===== config.mk =====
export PLATFORM = sky130hd
export DESIGN_NAME = agi_issue_ctrl
export DESIGN_NICKNAME = d
export VERILOG_FILES = /design/src/rtl/agi_pkg.sv /design/src/rtl/agi_hazard_window.sv /design/src/rtl/agi_rr_picker.sv /design/src/rtl/agi_stall_counter.sv /design/src/rtl/agi_issue_ctrl.sv
export SDC_FILE = /design/constraint.sdc
export NUM_CORES = 1
export LEC_CHECK = 0
export CORE_ASPECT_RATIO = 0.6
export CORE_MARGIN = 2
export CORE_UTILIZATION = 61
export DETAILED_ROUTE_END_ITERATION = 8
export DONT_BUFFER_PORTS = 1
export GPL_ROUTABILITY_DRIVEN = 0
export PLACE_DENSITY = 0.83
export SLEW_MARGIN = 30
export SYNTH_ARGS = -nofsm -noshare
export SYNTH_HDL_FRONTEND = slang
export SYNTH_SLANG_ARGS = --single-unit

===== constraint.sdc =====
create_clock -name clk -period 3.6 [get_ports clk]
set_input_delay 0.54 -clock clk [delete_from_list [all_inputs] [get_ports clk]]
set_output_delay 0.54 -clock clk [all_outputs]
set_load 0.1 [all_outputs]

===== src/rtl/agi_pkg.sv =====
package agi_pkg;

    // Classification of one issue slot.
    typedef enum logic [1:0] {
        SLOT_IDLE   = 2'd0,
        SLOT_ISSUE  = 2'd1,
        SLOT_BUBBLE = 2'd2
    } slot_kind_t;

endpackage


===== src/rtl/agi_hazard_window.sv =====
// Per-thread record of register writes issued in the last DEPTH slots.
// Each clock edge shifts the record by one slot, whether or not the
// thread issued, because the producer moves down the pipeline anyway.
module agi_hazard_window #(
    parameter int REG_W = 5,
    parameter int DEPTH = 2
) (
    input  logic             clk,
    input  logic             rst_n,
    input  logic             push,
    input  logic [REG_W-1:0] push_reg,
    input  logic             addr_use,
    input  logic [REG_W-1:0] base_reg,
    input  logic [REG_W-1:0] index_reg,
    output logic             blocked
);

    logic [DEPTH-1:0] slot_vld;
    logic [REG_W-1:0] slot_reg [DEPTH];
    logic [DEPTH-1:0] slot_hit;

    always_ff @(posedge clk or negedge rst_n) begin
        if (!rst_n) begin
            for (int s = 0; s < DEPTH; s++) begin
                slot_vld[s] <= 1'b0;
                slot_reg[s] <= '0;
            end
        end else begin
            slot_vld[0] <= push;
            slot_reg[0] <= push_reg;
            for (int s = 1; s < DEPTH; s++) begin
                slot_vld[s] <= slot_vld[s-1];
                slot_reg[s] <= slot_reg[s-1];
            end
        end
    end

    generate
        for (genvar s = 0; s < DEPTH; s++) begin : g_cmp
            assign slot_hit[s] = slot_vld[s] &&
                                 ((slot_reg[s] == base_reg) || (slot_reg[s] == index_reg));
        end
    endgenerate

    assign blocked = addr_use && (|slot_hit);

endmodule


===== src/rtl/agi_rr_picker.sv =====
// Round-robin choice among ready threads, searching from last_tid+1 upward.
module agi_rr_picker #(
    parameter  int NT   = 4,
    localparam int TW   = $clog2(NT)
) (
    input  logic [NT-1:0] req,
    input  logic [TW-1:0] last_tid,
    output logic [NT-1:0] grant,
    output logic [TW-1:0] grant_tid,
    output logic          any
);

    always_comb begin
        grant     = '0;
        grant_tid = '0;
        any       = 1'b0;
        for (int k = 1; k <= NT; k++) begin
            if (!any && req[(int'(last_tid) + k) % NT]) begin
                any                              = 1'b1;
                grant[(int'(last_tid) + k) % NT] = 1'b1;
                grant_tid                        = TW'((int'(last_tid) + k) % NT);
            end
        end
    end

endmodule


===== src/rtl/agi_stall_counter.sv =====
// Saturating count of bubble cycles.
module agi_stall_counter #(
    parameter int CNT_W = 16
) (
    input  logic             clk,
    input  logic             rst_n,
    input  logic             inc,
    output logic [CNT_W-1:0] count
);

    localparam logic [CNT_W-1:0] CNT_MAX = '1;

    always_ff @(posedge clk or negedge rst_n) begin
        if (!rst_n) begin
            count <= '0;
        end else if (inc && (count != CNT_MAX)) begin
            count <= count + 1'b1;
        end
    end

    // each bubble below the ceiling adds exactly one
    assert_count_step_R10: assert property (@(posedge clk) disable iff (!rst_n)
        ($past(rst_n) && $past(inc) && ($past(count) != CNT_MAX))
            |-> (count == $past(count) + 1'b1));

    // no bubble, no change; at the ceiling, no wrap
    assert_count_hold_R10: assert property (@(posedge clk) disable iff (!rst_n)
        ($past(rst_n) && (!$past(inc) || ($past(count) == CNT_MAX))) |-> $stable(count));

endmodule


===== src/rtl/agi_issue_ctrl.sv =====
module agi_issue_ctrl
    import agi_pkg::*;
#(
    parameter  int NUM_THREADS = 4,
    parameter  int REG_W       = 5,
    parameter  int AGI_GAP     = 2,
    parameter  int CNT_W       = 16,
    localparam int TID_W       = $clog2(NUM_THREADS)
) (
    input  logic                         clk,
    input  logic                         rst_n,
    input  logic [NUM_THREADS-1:0]       thr_valid,
    input  logic [NUM_THREADS*REG_W-1:0] thr_dest,
    input  logic [NUM_THREADS-1:0]       thr_writes,
    input  logic [NUM_THREADS*REG_W-1:0] thr_base,
    input  logic [NUM_THREADS*REG_W-1:0] thr_index,
    input  logic [NUM_THREADS-1:0]       thr_mem_addr,
    output logic                         issue_valid,
    output logic [TID_W-1:0]             issue_tid,
    output logic [NUM_THREADS-1:0]       issue_grant,
    output logic                         bubble,
    output logic [CNT_W-1:0]             stall_count
);

    localparam logic [TID_W-1:0] LAST_RESET = TID_W'(NUM_THREADS - 1);

    logic [NUM_THREADS-1:0] thr_held;
    logic [NUM_THREADS-1:0] thr_ready;
    logic [NUM_THREADS-1:0] pick_grant;
    logic [TID_W-1:0]       pick_tid;
    logic                   pick_any;
    logic [TID_W-1:0]       last_tid;
    slot_kind_t             slot;

    // ---------------------------------------------------------------
    // Per-thread write windows and readiness
    // ---------------------------------------------------------------
    generate
        for (genvar t = 0; t < NUM_THREADS; t++) begin : g_thr
            agi_hazard_window #(
                .REG_W (REG_W),
                .DEPTH (AGI_GAP)
            ) u_win (
                .clk       (clk),
                .rst_n     (rst_n),
                .push      (issue_grant[t] && thr_writes[t]),
                .push_reg  (thr_dest[t*REG_W +: REG_W]),
                .addr_use  (thr_mem_addr[t]),
                .base_reg  (thr_base[t*REG_W +: REG_W]),
                .index_reg (thr_index[t*REG_W +: REG_W]),
                .blocked   (thr_held[t])
            );

            assign thr_ready[t] = thr_valid[t] && !thr_held[t];

            // no address use of the previous slot's write of this thread
            assert_gap1_R2: assert property (@(posedge clk) disable iff (!rst_n)
                ($past(rst_n) && $past(issue_grant[t] && thr_writes[t])
                    && issue_grant[t] && thr_mem_addr[t])
                |-> ((thr_base[t*REG_W +: REG_W]  != $past(thr_dest[t*REG_W +: REG_W])) &&
                     (thr_index[t*REG_W +: REG_W] != $past(thr_dest[t*REG_W +: REG_W]))));

            if (AGI_GAP >= 2) begin : g_gap2
                // nor of the write two slots back
                assert_gap2_R5: assert property (@(posedge clk) disable iff (!rst_n)
                    ($past(rst_n, 2) && $past(issue_grant[t] && thr_writes[t], 2)
                        && issue_grant[t] && thr_mem_addr[t])
                    |-> ((thr_base[t*REG_W +: REG_W]  != $past(thr_dest[t*REG_W +: REG_W], 2)) &&
                         (thr_index[t*REG_W +: REG_W] != $past(thr_dest[t*REG_W +: REG_W], 2))));
            end
        end
    endgenerate

    // ---------------------------------------------------------------
    // Round-robin choice
    // ---------------------------------------------------------------
    agi_rr_picker #(
        .NT (NUM_THREADS)
    ) u_pick (
        .req       (thr_ready),
        .last_tid  (last_tid),
        .grant     (pick_grant),
        .grant_tid (pick_tid),
        .any       (pick_any)
    );

    always_ff @(posedge clk or negedge rst_n) begin
        if (!rst_n) begin
            last_tid <= LAST_RESET;
        end else if (issue_valid) begin
            last_tid <= issue_tid;
        end
    end

    // ---------------------------------------------------------------
    // Slot classification and outputs
    // ---------------------------------------------------------------
    always_comb begin
        if (pick_any) begin
            slot = SLOT_ISSUE;
        end else if (|thr_valid) begin
            slot = SLOT_BUBBLE;
        end else begin
            slot = SLOT_IDLE;
        end
    end

    always_comb begin
        issue_valid = 1'b0;
        issue_tid   = '0;
        issue_grant = '0;
        bubble      = 1'b0;
        unique case (slot)
            SLOT_ISSUE: begin
                issue_valid = 1'b1;
                issue_tid   = pick_tid;
                issue_grant = pick_grant;
            end
            SLOT_BUBBLE: begin
                bubble = 1'b1;
            end
            SLOT_IDLE: begin
            end
            default: begin
            end
        endcase
    end

    agi_stall_counter #(
        .CNT_W (CNT_W)
    ) u_stall (
        .clk   (clk),
        .rst_n (rst_n),
        .inc   (bubble),
        .count (stall_count)
    );

    // a grant is one-hot and names a thread that has work
    assert_grant_valid_R1: assert property (@(posedge clk) disable iff (!rst_n)
        issue_valid |-> (($countones(issue_grant) == 1) && thr_valid[issue_tid]
                         && issue_grant[issue_tid]));

    // a bubble only while work waits and nothing issues
    assert_bubble_waits_R8: assert property (@(posedge clk) disable iff (!rst_n)
        bubble |-> ((|thr_valid) && !issue_valid && (issue_grant == '0)));

    // with no work the slot is quiet
    assert_idle_quiet_R9: assert property (@(posedge clk) disable iff (!rst_n)
        !(|thr_valid) |-> (!issue_valid && !bubble));

endmodule


==> impl_results.md <==
- Critical path peak fanout: 7
- Worst path slowest cell: mux4_2
- Worst min path class: input pin to async pin
- Yosys cell types: 45
- Most frequent cells in the layout: 64 x dfrtp_1, 51 x xor2_1, 41 x xnor2_1
- Worst Skew: 0.01137 ns
- Critical path cell sequence: xnor2_1, nand4_1, o22ai_2, o21ai_4, and2_1, mux4_2, o211ai_4, mux2i_2, buf_12
- Critical path endpoint category: output port
- Commonest non-fill, non-tap cell in the layout: dfrtp_1
- Global-route wire length before repair: 13.05 mm
- Crit path launch type: flop
- DR iter-0 viols: 194
- CTS buffer count: 9
- Slew @ Worst Pin: 0.9452 ns
- Area share of the leading cell type in the synthesized netlist: 44.34%
- Clock Path Buffers: 2
- Final nets: 467
- Total congestion overflow: 0
- Gr usage total: 26.89%
- Largest net degree at the start of global routing: 65
- Core area: 5649 um^2
- Pre-CTS setup slack: 0.2986 ns
- Slowest stage delay, CP: 0.57 ns
- Fmax: 285.6 MHz
- Buf/Inv on CP: 1
- Drt first pass iters: 4
- Tcrit/Tclk final: 97.25%
- CP delay by family, top: multiplexers
- Number of remaining DRC errors: 0
- Metal3 WL: 866 um
- Max Transition Viols Final: 0
- Max layer used: met4
- Pwr Density: 735.4 nW/um^2
- Wire length per cell: 18.14 um
- Syn Nets: 425
- Cell Rows: 21
- Die area: 6573 um^2
- Clock-pin slew on the worst setup and hold paths: 0.07 ns
- Register area share after synthesis: 45.79%
- Final setup margin: 0.09910 ns
- Ys async rst share: 100.0%
- ANT cells: 0
- Compound-gate portion of the synthesized area: 9.283%
- Largest family of logic cells by synthesized area: XOR/XNOR gates
- YS warnings: 0
- Tot Pwr: 3.173 mW
- Initial Util: 63.94%
- Top FF cell, synth: dfrtp_1
- H-tree levels: 3
- DRT antenna net count: 0
- Final Instance Area: 4315 um^2
- # clock sinks: 66
- Post-synth EDFFs: 0
- Die Y: 63.61 um
- Synth-to-Final Area Change: 19.47%
- Max_cap viols: 0
- Ports: 98
- Ranking of synthesized cells by area: dfrtp_1 44%, xor2_1 12%, xnor2_1 10%
- Outcome: complete, no violations
- Worst slew margin: 36.98%
- Final Critical Period: 3.501 ns
- Synthesized cell area: 3612 um^2
- Seq cells post-synth: 66
- Fin. Hold Viols: 0
- WP data arrival: 2.96 ns
- Antenna violations before repair: 0
- Cell count after synthesis: 342
- Root buffer cell: clkbuf_8
- Dpl cell area: 3975 um^2
- Fraction of synthesized area in multiplexers: 3.879%
- Drt total wl: 8.490 mm
- Peak supply drop: 1.140 mV
- CTS tree: done
- Synth Area in XOR/XNOR: 22.79%
- Final setup violation count: 0
- Vias: 2707
- Number of flip-flops under the largest register name: 40
- Post-synthesis simple-gate area fraction: 14.10%
- Area leader, netlist: dfrtp_1
- Share of cells above drive strength 1: 19.59%
- Number of global-route vias before repair: 2665
- Leakage power figure: 1.868 nW
- Worst Path Required: 3.06 ns
- Via-to-Cell Ratio: 5.784
- WS Path Type: flop to output port
- Met2 WL post-DR: 3.759 mm
- Chip width: 103.3 um
- Avg Inst Size Synth: 10.56 um^2
- Detailed placement HPWL: 6.166 mm
- Synth Area in Adders: 3.117%
- Later-pin clock latency in the skew report: 0.35 ns
- I/O Buffers: 0
- Met1 Routed Length: 3.838 mm
[power by group]
part	leakage [nW]	switching (mW)	internal (mW)
Clock	0.0855	0.263	0.283
Sequential	0.805	0.0872	0.855
Combinational	0.977	1.12	0.563
Total	1.87	1.47	1.70
[routing by layer]
layer	track usage (%)	vias up
li1	-	1269
met1	38.06	1308
met2	38.95	126
met3	9.989	4
met4	7.237	0
met5	0	-
[through the flow]
step	hold WS (ns)	TNS [ns]	utilization (%)	instances
6_report	0.03281	0	76.39	468
5_1_grt	0.003091	-0.03943	76.39	468
4_1_cts	0.01860	0	73.89	462
3_5_place_dp	0.2459	0	70.37	446
3_3_place_gp	0.2459	0	70.37	446
2_1_floorplan	0.2444	-0.7605	-	342
[kinds of logic (layout without fill, tap and decap cells)]
group           count (synthesis)  after routing
flops                          66             66
mux                            12             12
xor+xnor                       94             94
compound gates                 46             46
simple gates                  105            105
buf+inv                        10             56
fa+ha+maj                       9              9
[cell type report]
type,instances,area [um^2]
multi-input cells,266,2031
fillers,382,1334
inverters,8,37.54
clock buffers,13,158.9
flip-flops and latches,66,1658
well taps,80,100.1
clock inverters,2,12.51
repair buffers,33,317.8
[what timing repair did]
item | 4_1_cts | 5_1_grt
gates resized for setup | 0 | 16
hold endpoints to repair | 64 | 0
buffers inserted | 0 | 6
setup endpoints to repair | 0 | 5
hold buffers | 1 | 0
[final timing paths]
kind | end | startpoint | cells past startpoint | slack, ns
setup / recovery | issue_tid[0] | g_thr[3].u_win.slot_reg[4]$_DFF_PN0_ | 9 | 0.1
hold / removal | last_tid[0]$_DFFE_PN1N_ | rst_n | 0 | 0.03
setup reg to reg | u_stall.count[1]$_DFFE_PN0P_ | u_stall.count[3]$_DFFE_PN0P_ | 8 | 0.96
hold reg to reg | g_thr[2].u_win.slot_vld[1]$_DFF_PN0_ | g_thr[2].u_win.slot_vld[0]$_DFF_PN0_ | 0 | 0.39
max in group asynchronous | u_stall.count[12]$_DFFE_PN0P_ | rst_n | 1 | 3.28
min in group clk | g_thr[0].u_win.slot_reg[7]$_DFF_PN0_ | thr_dest[2] | 0 | 0.21
[cell usage after synthesis, types with 2 or more instances]
master	n
a21oi_2	2
o211a_1	2
nor3b_1	2
dfstp_2	2
nand2_1	38
xnor2_1	43
mux2i_1	7
o21ai_0	7
o22ai_1	9
nor3_1	13
and4_1	3
clkbuf_1	2
and3_1	5
a22oi_1	4
nor2_1	20
inv_1	7
mux2_2	3
a21oi_1	3
nand3_1	6
nor2b_1	2
xor2_1	51
dfrtp_1	64
ha_1	9
nand4_1	11
a31oi_1	7
Note: power is estimated with default switching activity, not from simulation.
